### config.mk
export PLATFORM = sky130hd
export DESIGN_NAME = serial_tx_core
export DESIGN_NICKNAME = d
export VERILOG_FILES = /design/src/rtl/serial_tx_pkg.sv /design/src/rtl/stx_fifo.sv /design/src/rtl/stx_shifter.sv /design/src/rtl/serial_tx_core.sv
export SDC_FILE = /design/constraint.sdc
export NUM_CORES = 1
export LEC_CHECK = 0
export ABC_AREA = 1
export BUFFER_PORTS_ARGS = -buffer_cell sky130_fd_sc_hd__buf_2
export CELL_PAD_IN_SITES_DETAIL_PLACEMENT = 1
export CELL_PAD_IN_SITES_GLOBAL_PLACEMENT = 2
export CORE_AREA = 2 2 98 100
export DETAILED_ROUTE_END_ITERATION = 16
export DIE_AREA = 0 0 100 102
export PLACE_DENSITY = 0.86
export SYNTH_ARGS = -nofsm -noshare
export SYNTH_HDL_FRONTEND = slang
export SYNTH_HIERARCHICAL = 1
export SYNTH_SLANG_ARGS = --single-unit
### constraint.sdc
create_clock -name clk -period 2.35 [get_ports clk]
set_clock_uncertainty 0.2 [all_clocks]
set_input_delay 0.47 -clock clk [delete_from_list [all_inputs] [get_ports clk]]
set_output_delay 0.47 -clock clk [all_outputs]
set_load 0.03 [all_outputs]
### src/rtl/serial_tx_pkg.sv
`timescale 1ns/1ps
package serial_tx_pkg;

  typedef enum logic [1:0] {
    IRQ_ON_LOAD  = 2'b00,
    IRQ_ON_IDLE  = 2'b01,
    IRQ_ON_DRAIN = 2'b10,
    IRQ_NONE     = 2'b11
  } irq_mode_e;

  // Line inversion: polarity sense flips when infrared mode is selected.
  function automatic logic line_flip(input logic inv, input logic ir);
    return inv ^ ir;
  endfunction

endpackage

### src/rtl/stx_fifo.sv
`timescale 1ns/1ps
module stx_fifo #(
  parameter int W     = 8,
  parameter int DEPTH = 4
) (
  input  logic                         clk,
  input  logic                         rst,
  input  logic                         clr,
  input  logic                         push,
  input  logic                         pop,
  input  logic [W-1:0]                 din,
  output logic [W-1:0]                 dout,
  output logic [$clog2(DEPTH+1)-1:0]   count,
  output logic                         full
);
  localparam int AW = (DEPTH > 1) ? $clog2(DEPTH) : 1;
  localparam int CW = $clog2(DEPTH+1);

  logic [W-1:0]  mem [DEPTH];
  logic [AW-1:0] wp, rp;
  logic [CW-1:0] cnt_n;

  function automatic logic [AW-1:0] adv(input logic [AW-1:0] p);
    return (p == AW'(DEPTH-1)) ? '0 : p + 1'b1;
  endfunction

  // storage without reset so it can map onto RAM
  always_ff @(posedge clk) begin
    if (push) mem[wp] <= din;
  end

  assign dout = mem[rp];

  always_comb begin
    cnt_n = count;
    if (push && !pop) cnt_n = count + 1'b1;
    else if (pop && !push) cnt_n = count - 1'b1;
  end

  always_ff @(posedge clk) begin
    if (rst || clr) begin
      wp    <= '0;
      rp    <= '0;
      count <= '0;
      full  <= 1'b0;
    end else begin
      if (push) wp <= adv(wp);
      if (pop)  rp <= adv(rp);
      count <= cnt_n;
      full  <= (cnt_n == CW'(DEPTH));
    end
  end
endmodule

### src/rtl/stx_shifter.sv
`timescale 1ns/1ps
module stx_shifter #(
  parameter int DATA_W        = 8,
  parameter int TICKS_PER_BIT = 16,
  parameter int BRK_ZEROS     = 12
) (
  input  logic              clk,
  input  logic              rst,
  input  logic              clr,
  input  logic              tick,
  input  logic              ld_data,
  input  logic              ld_brk,
  input  logic [DATA_W-1:0] din,
  output logic              busy,
  output logic              is_brk,
  output logic              line_bit,
  output logic              done
);
  localparam int FW = ((BRK_ZEROS > DATA_W) ? BRK_ZEROS : DATA_W) + 2;
  localparam int LW = $clog2(FW+1);
  localparam int PW = (TICKS_PER_BIT > 1) ? $clog2(TICKS_PER_BIT) : 1;

  logic [FW-1:0] sr;
  logic [LW-1:0] left;
  logic [PW-1:0] ph;
  logic          bit_end;

  assign bit_end  = tick && (ph == PW'(TICKS_PER_BIT-1));
  assign done     = busy && bit_end && (left == LW'(1));
  assign line_bit = busy ? sr[0] : 1'b1;

  always_ff @(posedge clk) begin
    if (rst || clr) begin
      sr     <= '1;
      left   <= '0;
      ph     <= '0;
      busy   <= 1'b0;
      is_brk <= 1'b0;
    end else if (ld_brk) begin
      sr     <= FW'({1'b1, {BRK_ZEROS{1'b0}}, 1'b0});
      left   <= LW'(BRK_ZEROS + 2);
      ph     <= '0;
      busy   <= 1'b1;
      is_brk <= 1'b1;
    end else if (ld_data) begin
      sr     <= FW'({1'b1, din, 1'b0});
      left   <= LW'(DATA_W + 2);
      ph     <= '0;
      busy   <= 1'b1;
      is_brk <= 1'b0;
    end else if (busy && tick) begin
      if (bit_end) begin
        ph   <= '0;
        sr   <= {1'b1, sr[FW-1:1]};
        left <= left - 1'b1;
        if (left == LW'(1)) busy <= 1'b0;
      end else begin
        ph <= ph + 1'b1;
      end
    end
  end
endmodule

### src/rtl/serial_tx_core.sv
`timescale 1ns/1ps
module serial_tx_core
  import serial_tx_pkg::*;
#(
  parameter int   DATA_W        = 8,
  parameter int   FIFO_DEPTH    = 4,
  parameter int   TICKS_PER_BIT = 16,
  parameter int   BRK_ZEROS     = 12,
  parameter logic PORT_LEVEL    = 1'b1
) (
  input  logic              clk,
  input  logic              rst,
  input  logic              ctl_we,
  input  logic              ctl_en,
  input  logic [1:0]        ctl_mode,
  input  logic              ctl_brk,
  input  logic              ctl_inv,
  input  logic              ctl_ir,
  input  logic              dat_we,
  input  logic [DATA_W-1:0] dat_wdata,
  input  logic              baud_tick,
  output logic              tx_line,
  output logic              sts_full,
  output logic              sts_empty,
  output logic              brk_pend,
  output logic              irq
);
  localparam int CNT_W = $clog2(FIFO_DEPTH+1);

  // control state
  logic      en_q, brk_q, inv_q, ir_q;
  irq_mode_e mode_q;

  // datapath links
  logic              push, pop, start_brk;
  logic [DATA_W-1:0] f_dout;
  logic [CNT_W-1:0]  f_count;
  logic              f_full, f_empty;
  logic              sh_busy, sh_is_brk, sh_line, sh_done;

  // interrupt events and status pipeline
  logic ev_load, ev_drain, ev_idle, irq_d;
  logic raw_empty_q;

  always_ff @(posedge clk) begin
    if (rst) begin
      en_q   <= 1'b0;
      mode_q <= IRQ_ON_LOAD;
      brk_q  <= 1'b0;
      inv_q  <= 1'b0;
      ir_q   <= 1'b0;
    end else if (ctl_we) begin
      en_q   <= ctl_en;
      mode_q <= irq_mode_e'(ctl_mode);
      brk_q  <= ctl_brk;
      inv_q  <= ctl_inv;
      ir_q   <= ctl_ir;
    end else if (sh_done && sh_is_brk) begin
      brk_q  <= 1'b0;
    end
  end

  assign f_empty   = (f_count == '0);
  assign push      = dat_we && en_q && !f_full;
  assign start_brk = en_q && !sh_busy && brk_q;
  assign pop       = en_q && !sh_busy && !brk_q && !f_empty;

  stx_fifo #(.W(DATA_W), .DEPTH(FIFO_DEPTH)) u_fifo (
    .clk   (clk),
    .rst   (rst),
    .clr   (!en_q),
    .push  (push),
    .pop   (pop),
    .din   (dat_wdata),
    .dout  (f_dout),
    .count (f_count),
    .full  (f_full)
  );

  stx_shifter #(
    .DATA_W(DATA_W), .TICKS_PER_BIT(TICKS_PER_BIT), .BRK_ZEROS(BRK_ZEROS)
  ) u_shift (
    .clk      (clk),
    .rst      (rst),
    .clr      (!en_q),
    .tick     (baud_tick),
    .ld_data  (pop),
    .ld_brk   (start_brk),
    .din      (f_dout),
    .busy     (sh_busy),
    .is_brk   (sh_is_brk),
    .line_bit (sh_line),
    .done     (sh_done)
  );

  assign ev_load  = pop;
  assign ev_drain = pop && (f_count == CNT_W'(1)) && !push;
  assign ev_idle  = sh_done && f_empty && !push && !(brk_q && !sh_is_brk);

  always_comb begin
    unique case (mode_q)
      IRQ_ON_LOAD:  irq_d = ev_load;
      IRQ_ON_IDLE:  irq_d = ev_idle;
      IRQ_ON_DRAIN: irq_d = ev_drain;
      default:      irq_d = 1'b0;
    endcase
  end

  always_ff @(posedge clk) begin
    if (rst) begin
      irq         <= 1'b0;
      raw_empty_q <= 1'b1;
      sts_empty   <= 1'b1;
    end else begin
      irq         <= en_q && irq_d;
      raw_empty_q <= f_empty && !sh_busy;
      sts_empty   <= raw_empty_q;
    end
  end

  assign sts_full = f_full;
  assign brk_pend = brk_q;
  assign tx_line  = en_q ? (sh_line ^ line_flip(inv_q, ir_q)) : PORT_LEVEL;
endmodule

==> results of run 1 <==
cell usage in the layout (no fill, tap or decap), types with 2 or more instances in the layout:
| cell type | synthesis | routed |
|---|---|---|
| inv_8 | 0 | 2 |
| edfxtp_1 | 32 | 32 |
| o22ai_1 | 8 | 8 |
| dfxtp_1 | 43 | 43 |
| nand2_4 | 2 | 2 |
| nor2_4 | 2 | 2 |
| nor3_1 | 6 | 6 |
| inv_2 | 4 | 4 |
| buf_2 | 1 | 23 |
| nand2_1 | 56 | 56 |
| clkbuf_8 | 0 | 9 |
| a21oi_1 | 21 | 21 |
| nand3_2 | 2 | 2 |
| nand2_2 | 6 | 6 |
| o21ai_0 | 30 | 30 |
| o211ai_1 | 4 | 4 |
| nor2_2 | 4 | 4 |
| nor2_1 | 44 | 44 |
| ha_1 | 10 | 10 |
| bufinv_16 | 0 | 2 |
| nand4_1 | 2 | 2 |
| buf_4 | 2 | 5 |
| inv_6 | 1 | 3 |
| nand3_1 | 32 | 32 |
| inv_1 | 40 | 40 |
cells by family after synthesis:
kind of cell    after synthesis
flops                        75
xor+xnor                      1
fa+ha+maj                    10
buf+inv                      53
simple gates                160
compound gates               66
worst max-delay path, stage by stage, from the launching register on:
cell and delay, ns:
dfxtp_1 0.34, buf_4 0.16, nand2_1 0.08, or2_1 0.24, nand3_1 0.07, buf_2 0.20
sequential cells by signal, summed over array words and instances (netlist names), named ones only:
signal and count:
u_shift/is_brk 1, u_fifo/wp 2, sts_empty 1, u_shift/sr 14, u_fifo/mem 32, u_shift/left 4
irq 1, u_shift/busy 1, raw_empty_q 1, ir_q 1, inv_q 1, u_fifo/count 3
brk_pend 1, u_fifo/rp 2, en_q 1, u_fifo/full 1, mode_q 2, u_shift/ph 4
layout make-up:
class	count	share of cell area
Clock buffer	9	0.0331
Sequential cell	75	0.486
Multi-Input combinational cell	237	0.326
Tap cell	111	0.0371
Timing Repair Buffer	28	0.0408
Clock inverter	7	0.0287
Inverter	46	0.0478
metrics by stage:
step	util	hold slack (ns)	power [mW]	cell area (um2)
after floorplan	-	0.189	1.49	3290
after global placement	0.386	0.198	1.53	3510
after detailed placement	0.386	0.209	1.54	3510
after CTS	0.411	0.111	2.69	3740
after global routing	0.411	0.122	2.77	3740
final	0.411	0.130	2.67	3740
cells in the mapped netlist (2+ instances only):
cell type / count
buf_4: 2
ha_1: 10
nor3_1: 6
dfxtp_1: 43
nand3_2: 2
nand2_4: 2
a21oi_1: 21
inv_2: 4
edfxtp_1: 32
nor2_1: 44
nand2_1: 56
nand3_1: 32
nor2_2: 4
nor2_4: 2
o21ai_0: 30
nand4_1: 2
buf_6: 2
o22ai_1: 8
nand2_2: 6
o211ai_1: 4
inv_1: 40
worst max path at each step:
stage / cells past startpoint / start / slack (ns) / to
after floorplan: 11 / u_shift/busy / 0.55 / u_shift/left[1]
after global placement: 8 / u_fifo/count[1] / 0.46 / u_shift/sr[4]
after detailed placement: 8 / u_fifo/count[1] / 0.38 / u_shift/sr[1]
after CTS: 5 / u_shift/busy / 0.21 / tx_line
after global routing: 9 / u_fifo/count[1] / 0.17 / u_shift/left[0]
final: 5 / u_shift/busy / 0.24 / tx_line
layer usage:
layer	global-route usage	vias to the layer above	share of wire
li1	-	1279	-
met1	0.203	1239	0.46
met2	0.283	26	0.51
met3	0.0390	5	0.023
met4	0.0506	0	0.0094
met5	0	-	0
report_power, final:
| part | leakage, nW | switching (mW) | internal (mW) |
|---|---|---|---|
| Combinational | 0.795 | 0.0830 | 0.0412 |
| Clock | 0.114 | 0.538 | 0.620 |
| Sequential | 0.638 | 0.0110 | 1.37 |
==> results.md, run 1 <==
- Status: complete, no violations
- Minimum clock period: 2.11 ns
- Final setup TNS: 0 ns
- Post-route insts no fill: 513
- Final Max Tran Viols: 0
- Starting Density: 0.361
- WL final: 7.46 mm
- Period utilization: 0.899
- RSZ-0062 raised after global routing: no
- CTS tree: done
- Fmax: about 470 MHz
- Ys Warns: 6
- Rel. slew slack: 0.737
- Syn_area_per_cell: between 9 and 10 um2
- Lkg Pwr: 1.55 nW
- Worst R2R End: u_shift/sr[1]
- Avg Vias per Cell: 4.97
- Crit. End Element: output pin
- Die area: 10200 um2
- Fin worst setup slack: roughly 0.24 ns
- Post-Synth XOR/XNOR Area: 0.00266
- Simple-gate share of the synthesized area: 0.222
- Core ar.: 9110 um2
- Register bit count reported by yosys: 75
- Io pins: 24
- Adder-cell share of the synthesized area: 0.0380
- Port Buffers: 23
- Yosys cell types: 34
- Worst-Margin Slew: 0.393 ns
- Net Count, Synth: approximately 390
- Floorplan row count: 35
- Drt first pass iters: 4
- Initial antenna violation count: 0
- Critical Path Start Type: flip-flop
- Drt wl/cell: 14.5 um
- R2R cell count: 8
- Clock slew at reported path FFs: 0.09 ns
- Synth Area in Compound Gates: 0.108
- Vias in the first global route: 2663
- Die X-Extent: approximately 100 um
- Cell count after placement: 497
- Die Y: 102 um
- Area share of the largest cell type after synthesis: 0.292
- FF-to-FF Start: u_fifo/count[1]
- Setup Viol. Count Final: 0
- Asr flop ratio synth: 0
- Postcts setup bufs: 0
- Post-synth EDFFs: 32
- Vias: 2549
- Reg2Reg Setup Slack: 0.40 ns
- DRT iter0 DRCs: slightly above 60
- CP max FO: 7
- Reg area: between 1500 and 2000 um2
- Skew-Pair Late Insertion Delay: between 0.3 and 0.4 ns
- Post-Syn Area: 3290 um2
- Inserted Clock Buffers: 9
- Worst hold path depth: 1
- Max cap viols: 0
- H-tree depth: 3
- P per Cell Area: 712 nW/um2
- Seq/Total Area, Yosys: 0.553
- Clock tree sinks: 75
- Overall Global Routing Usage: 0.163
- Antenna Cells: 0
- Ratio of cells with drive above 1 in the final layout: 0.169
- Cts repair resizes: 0
- Setup Crit Path Kind: flip-flop to output pin
- Arrival time at the worst endpoint: 1.44 ns
- Min-delay src: dat_wdata[4]
- First-pass GRT wire length: 12.8 mm
- Footprint of the multi-input gates: between 1000 and 1500 um2
- DRT antenna net count: 0
- Fillers: roughly 1100
- CTS root buf: clkbuf_8
- Hold-fix buffers, CTS: 0
- Cell taking the most area after synthesis: edfxtp_1
- Top FF cell, synth: dfxtp_1
- Post-synthesis cell count: 365
- Place WS: around 0.38 ns
- Post-route DRC violation count: 0
- Area growth syn-to-layout: 13.8%
- Overflow after GRT: 0
- Detailed Place HPWL: 5.42 mm
- Crit path required time: 1.68 ns
- Min-delay worst type: primary input to flip-flop
- Final Hold Fails: 0
- RD Place Congestion: 0.771
- Area contributors post-synth: edfxtp_1 (29%), dfxtp_1 (26%), nand2_1 (6.4%)
- Final net count: 426
- Mux cell area share after synthesis: 0
- VDD IR-drop max: 376 uV
- CTS max path bufs: 2
- Largest family of logic cells by synthesized area: simple AND/OR/NAND/NOR gates
- Largest net degree at the start of global routing: 17
- Hold worst-path end: u_fifo/mem[1][4]
No activity file was read; power rests on OpenSTA's default activity.
==> inputs of run 2 (changes only) <==
--- a/config.mk
+++ b/config.mk
@@ -9,10 +9,11 @@
 export BUFFER_PORTS_ARGS = -buffer_cell sky130_fd_sc_hd__buf_2
 export CELL_PAD_IN_SITES_DETAIL_PLACEMENT = 1
 export CELL_PAD_IN_SITES_GLOBAL_PLACEMENT = 2
-export CORE_AREA = 2 2 98 100
+export CORE_AREA = 2 2 93 104
 export DETAILED_ROUTE_END_ITERATION = 16
-export DIE_AREA = 0 0 100 102
+export DIE_AREA = 0 0 95 106
 export PLACE_DENSITY = 0.86
+export RECOVER_POWER = 100
 export SYNTH_ARGS = -nofsm -noshare
 export SYNTH_HDL_FRONTEND = slang
 export SYNTH_HIERARCHICAL = 1
==> run 2 against run 1 <==
Against the previous run: global-route usage fell by 0.81 points; non-clock buffer count is 1 higher; core utilization down 0.94 points; die area is 1.3% lower; clock power decreased by 22%; largest cell class unchanged; highest routed layer unchanged.
==> results.md, run 2 (synthesis gave the netlist of run 1 again) <==
- Status: complete, no violations
- Combinational share of power: 0.049 (+0.002)
- Rel. slew slack: 0.655 (-0.0822)
- Largest registers: u_fifo/mem (32), u_shift/sr (14)
- Overall Global Routing Usage: 0.155 (-0.00806)
- Lkg Pwr: 1.46 nW (-5.8%)
- Max cap viols: 0 (unchanged)
- Clock tree sinks: 75 (unchanged)
- Critical Path Start Type: flip-flop
- Die Y: 106 um (+3.9%)
- Net Sw Frac: 0.250 (+0.0133)
- Arrival time at the worst endpoint: 1.44 ns (about the same)
- Ratio of cells with drive above 1 in the final layout: 0.117 (-0.0525)
- Hold-fix buffers, CTS: 0 (unchanged)
- Postcts setup bufs: 0 (unchanged)
- CP max FO: 7 (unchanged)
- Setup Crit Path Kind: flip-flop to output pin
- FF-to-FF Start: u_shift/ph[1]
- Port Buffers: 23 (unchanged)
- Reg area: 1820 um2 (unchanged)
- Final Max Tran Viols: 0 (unchanged)
- Reg2Reg Setup Slack: 0.31 ns (-0.09 ns)
- Area growth syn-to-layout: 11.3%
- Fillers: 1093 (+0.28%)
- Vias in the first global route: 2561 (-3.8%)
- Fmax: 474 MHz (+0.28%)
- P per Cell Area: 657 nW/um2 (-7.7%)
- Setup Viol. Count Final: 0 (unchanged)
- RD Place Congestion: 0.709 (-8.1%)
- Worst R2R End: u_shift/sr[13]
- Detailed Place HPWL: 5.16 mm (-4.8%)
- Io pins: 24 (unchanged)
- Die X-Extent: 95 um (-5.0%)
- H-tree depth: 3 (unchanged)
- Antenna Cells: 0 (unchanged)
- Largest net degree at the start of global routing: 17 (unchanged)
- DRT iter0 DRCs: 87 (+43%)
- Skew-Pair Late Insertion Delay: 0.36 ns (about the same)
- Drt first pass iters: 4 (unchanged)
- Initial antenna violation count: 0 (unchanged)
- Min-delay src: ctl_mode[0]
- Inserted Clock Buffers: 9 (unchanged)
- Crit. End Element: output pin
- Post-route insts no fill: 520 (+1.4%)
- Worst hold path depth: 3 (+2)
- Final setup TNS: 0 ns (unchanged)
- Hold worst-path end: mode_q[0]
- Net Switching: 603 uW (-4.6%)
- First-pass GRT wire length: 11.9 mm (-7.6%)
- Floorplan row count: 37 (+5.7%)
- Commonest non-fill, non-tap cell in the layout: nand2_1
- Clock slew at reported path FFs: 0.08 ns (about the same)
- CTS root buf: clkbuf_8
- VDD IR-drop max: 282 uV (-25%)
- Overflow after GRT: 0 (unchanged)
- Cell count after placement: 504 (+1.4%)
- Cts repair resizes: 0 (unchanged)
- Vias: 2536 (-0.51%)
- Final net count: 427 (+0.23%)
- Die area: 10100 um2 (-1.3%)
- Max reg flops: 32 (unchanged)
- P_int: 1.80 mW (-11%)
- Core ar.: 9120 um2 (+0.12%)
- CTS max path bufs: 2 (unchanged)
- Crit path required time: 1.68 ns (about the same)
- Drt wl/cell: 13.9 um (-4.7%)
- Period utilization: 0.897 (-0.00248)
- Footprint of the multi-input gates: 1200 um2 (-1.8%)
- Avg Vias per Cell: 4.88 (-1.8%)
- WL final: 7.20 mm (-3.4%)
- Post-route DRC violation count: 0 (unchanged)
- Reg power frac: 0.575 (+0.056)
- Largest reg by FF count: u_fifo/mem
- R2R cell count: 7 (-1)
- Worst-Margin Slew: 0.517 ns (+0.124 ns)
- DRT antenna net count: 0 (unchanged)
- Min-delay worst type: primary input to flip-flop
- Final Hold Fails: 0 (unchanged)
- CTS tree: done
- Most frequent cells in the layout: nand2_1 (58), nor2_1 (47), dfxtp_1 (43)
- Clock power frac: 0.376 (-0.059)
- RSZ-0062 raised after global routing: no
- Starting Density: 0.361 (-0.000446)
- Minimum clock period: 2.11 ns (-0.00582 ns)
-- run 2: power groups by stage --
stage,Sequential [mW],Clock [mW],Combinational [mW]
final,1.38,0.905,0.119
after global routing,1.39,0.980,0.135
after CTS,1.38,0.939,0.125
after detailed placement,1.41,0,0.125
after global placement,1.41,0,0.121
after floorplan,1.41,0,0.0781
-- run 2: worst max path at each step --
stage | start | end | slack [ns] | cells past startpoint
floorplan | u_shift/busy | u_shift/left[1] | 0.55 | 11
global placement | u_fifo/count[1] | u_shift/sr[2] | 0.51 | 8
detailed placement | u_fifo/count[1] | u_shift/sr[1] | 0.46 | 8
CTS | u_shift/busy | tx_line | 0.21 | 5
global route | u_shift/busy | tx_line | 0.12 | 5
finish | u_shift/busy | tx_line | 0.24 | 5
-- run 2: per-stage QoR --
| step | hold WS [ns] | setup slack, ns | util | area, um2 | power (mW) |
|---|---|---|---|---|---|
| final | 0.144 | 0.242 | 0.402 | 3660 | 2.41 |
| after global routing | 0.134 | 0.120 | 0.402 | 3660 | 2.50 |
| after CTS | 0.100 | 0.206 | 0.406 | 3710 | 2.45 |
| after detailed placement | 0.210 | 0.461 | 0.387 | 3530 | 1.54 |
| after global placement | 0.206 | 0.509 | 0.387 | 3530 | 1.53 |
| after floorplan | 0.189 | 0.549 | - | 3290 | 1.49 |
-- run 2: worst max-delay path, stage by stage (launching register included) --
cell and delay, ns:
dfxtp_1 0.35, buf_4 0.16, nand2_1 0.08, or2_1 0.22, nand3_1 0.06, clkbuf_2 0.20
-- run 2: layout make-up --
type / count / area share
Clock inverter: 6 / 0.0137
Timing Repair Buffer: 29 / 0.0383
Inverter: 46 / 0.0488
Tap cell: 117 / 0.0400
Clock buffer: 10 / 0.0348
Sequential cell: 75 / 0.497
Multi-Input combinational cell: 237 / 0.327
-- run 2: per-layer routing --
metal  vias to the layer above  wire [um]  part of all wire  global-route usage
met2                        21       3590              0.50               0.261
li1                       1278          -                 -                   -
met4                         0        123             0.017              0.0549
met5                         -          0                 0                   0
met1                      1227       3300              0.46               0.182
met3                        10        187             0.026              0.0532
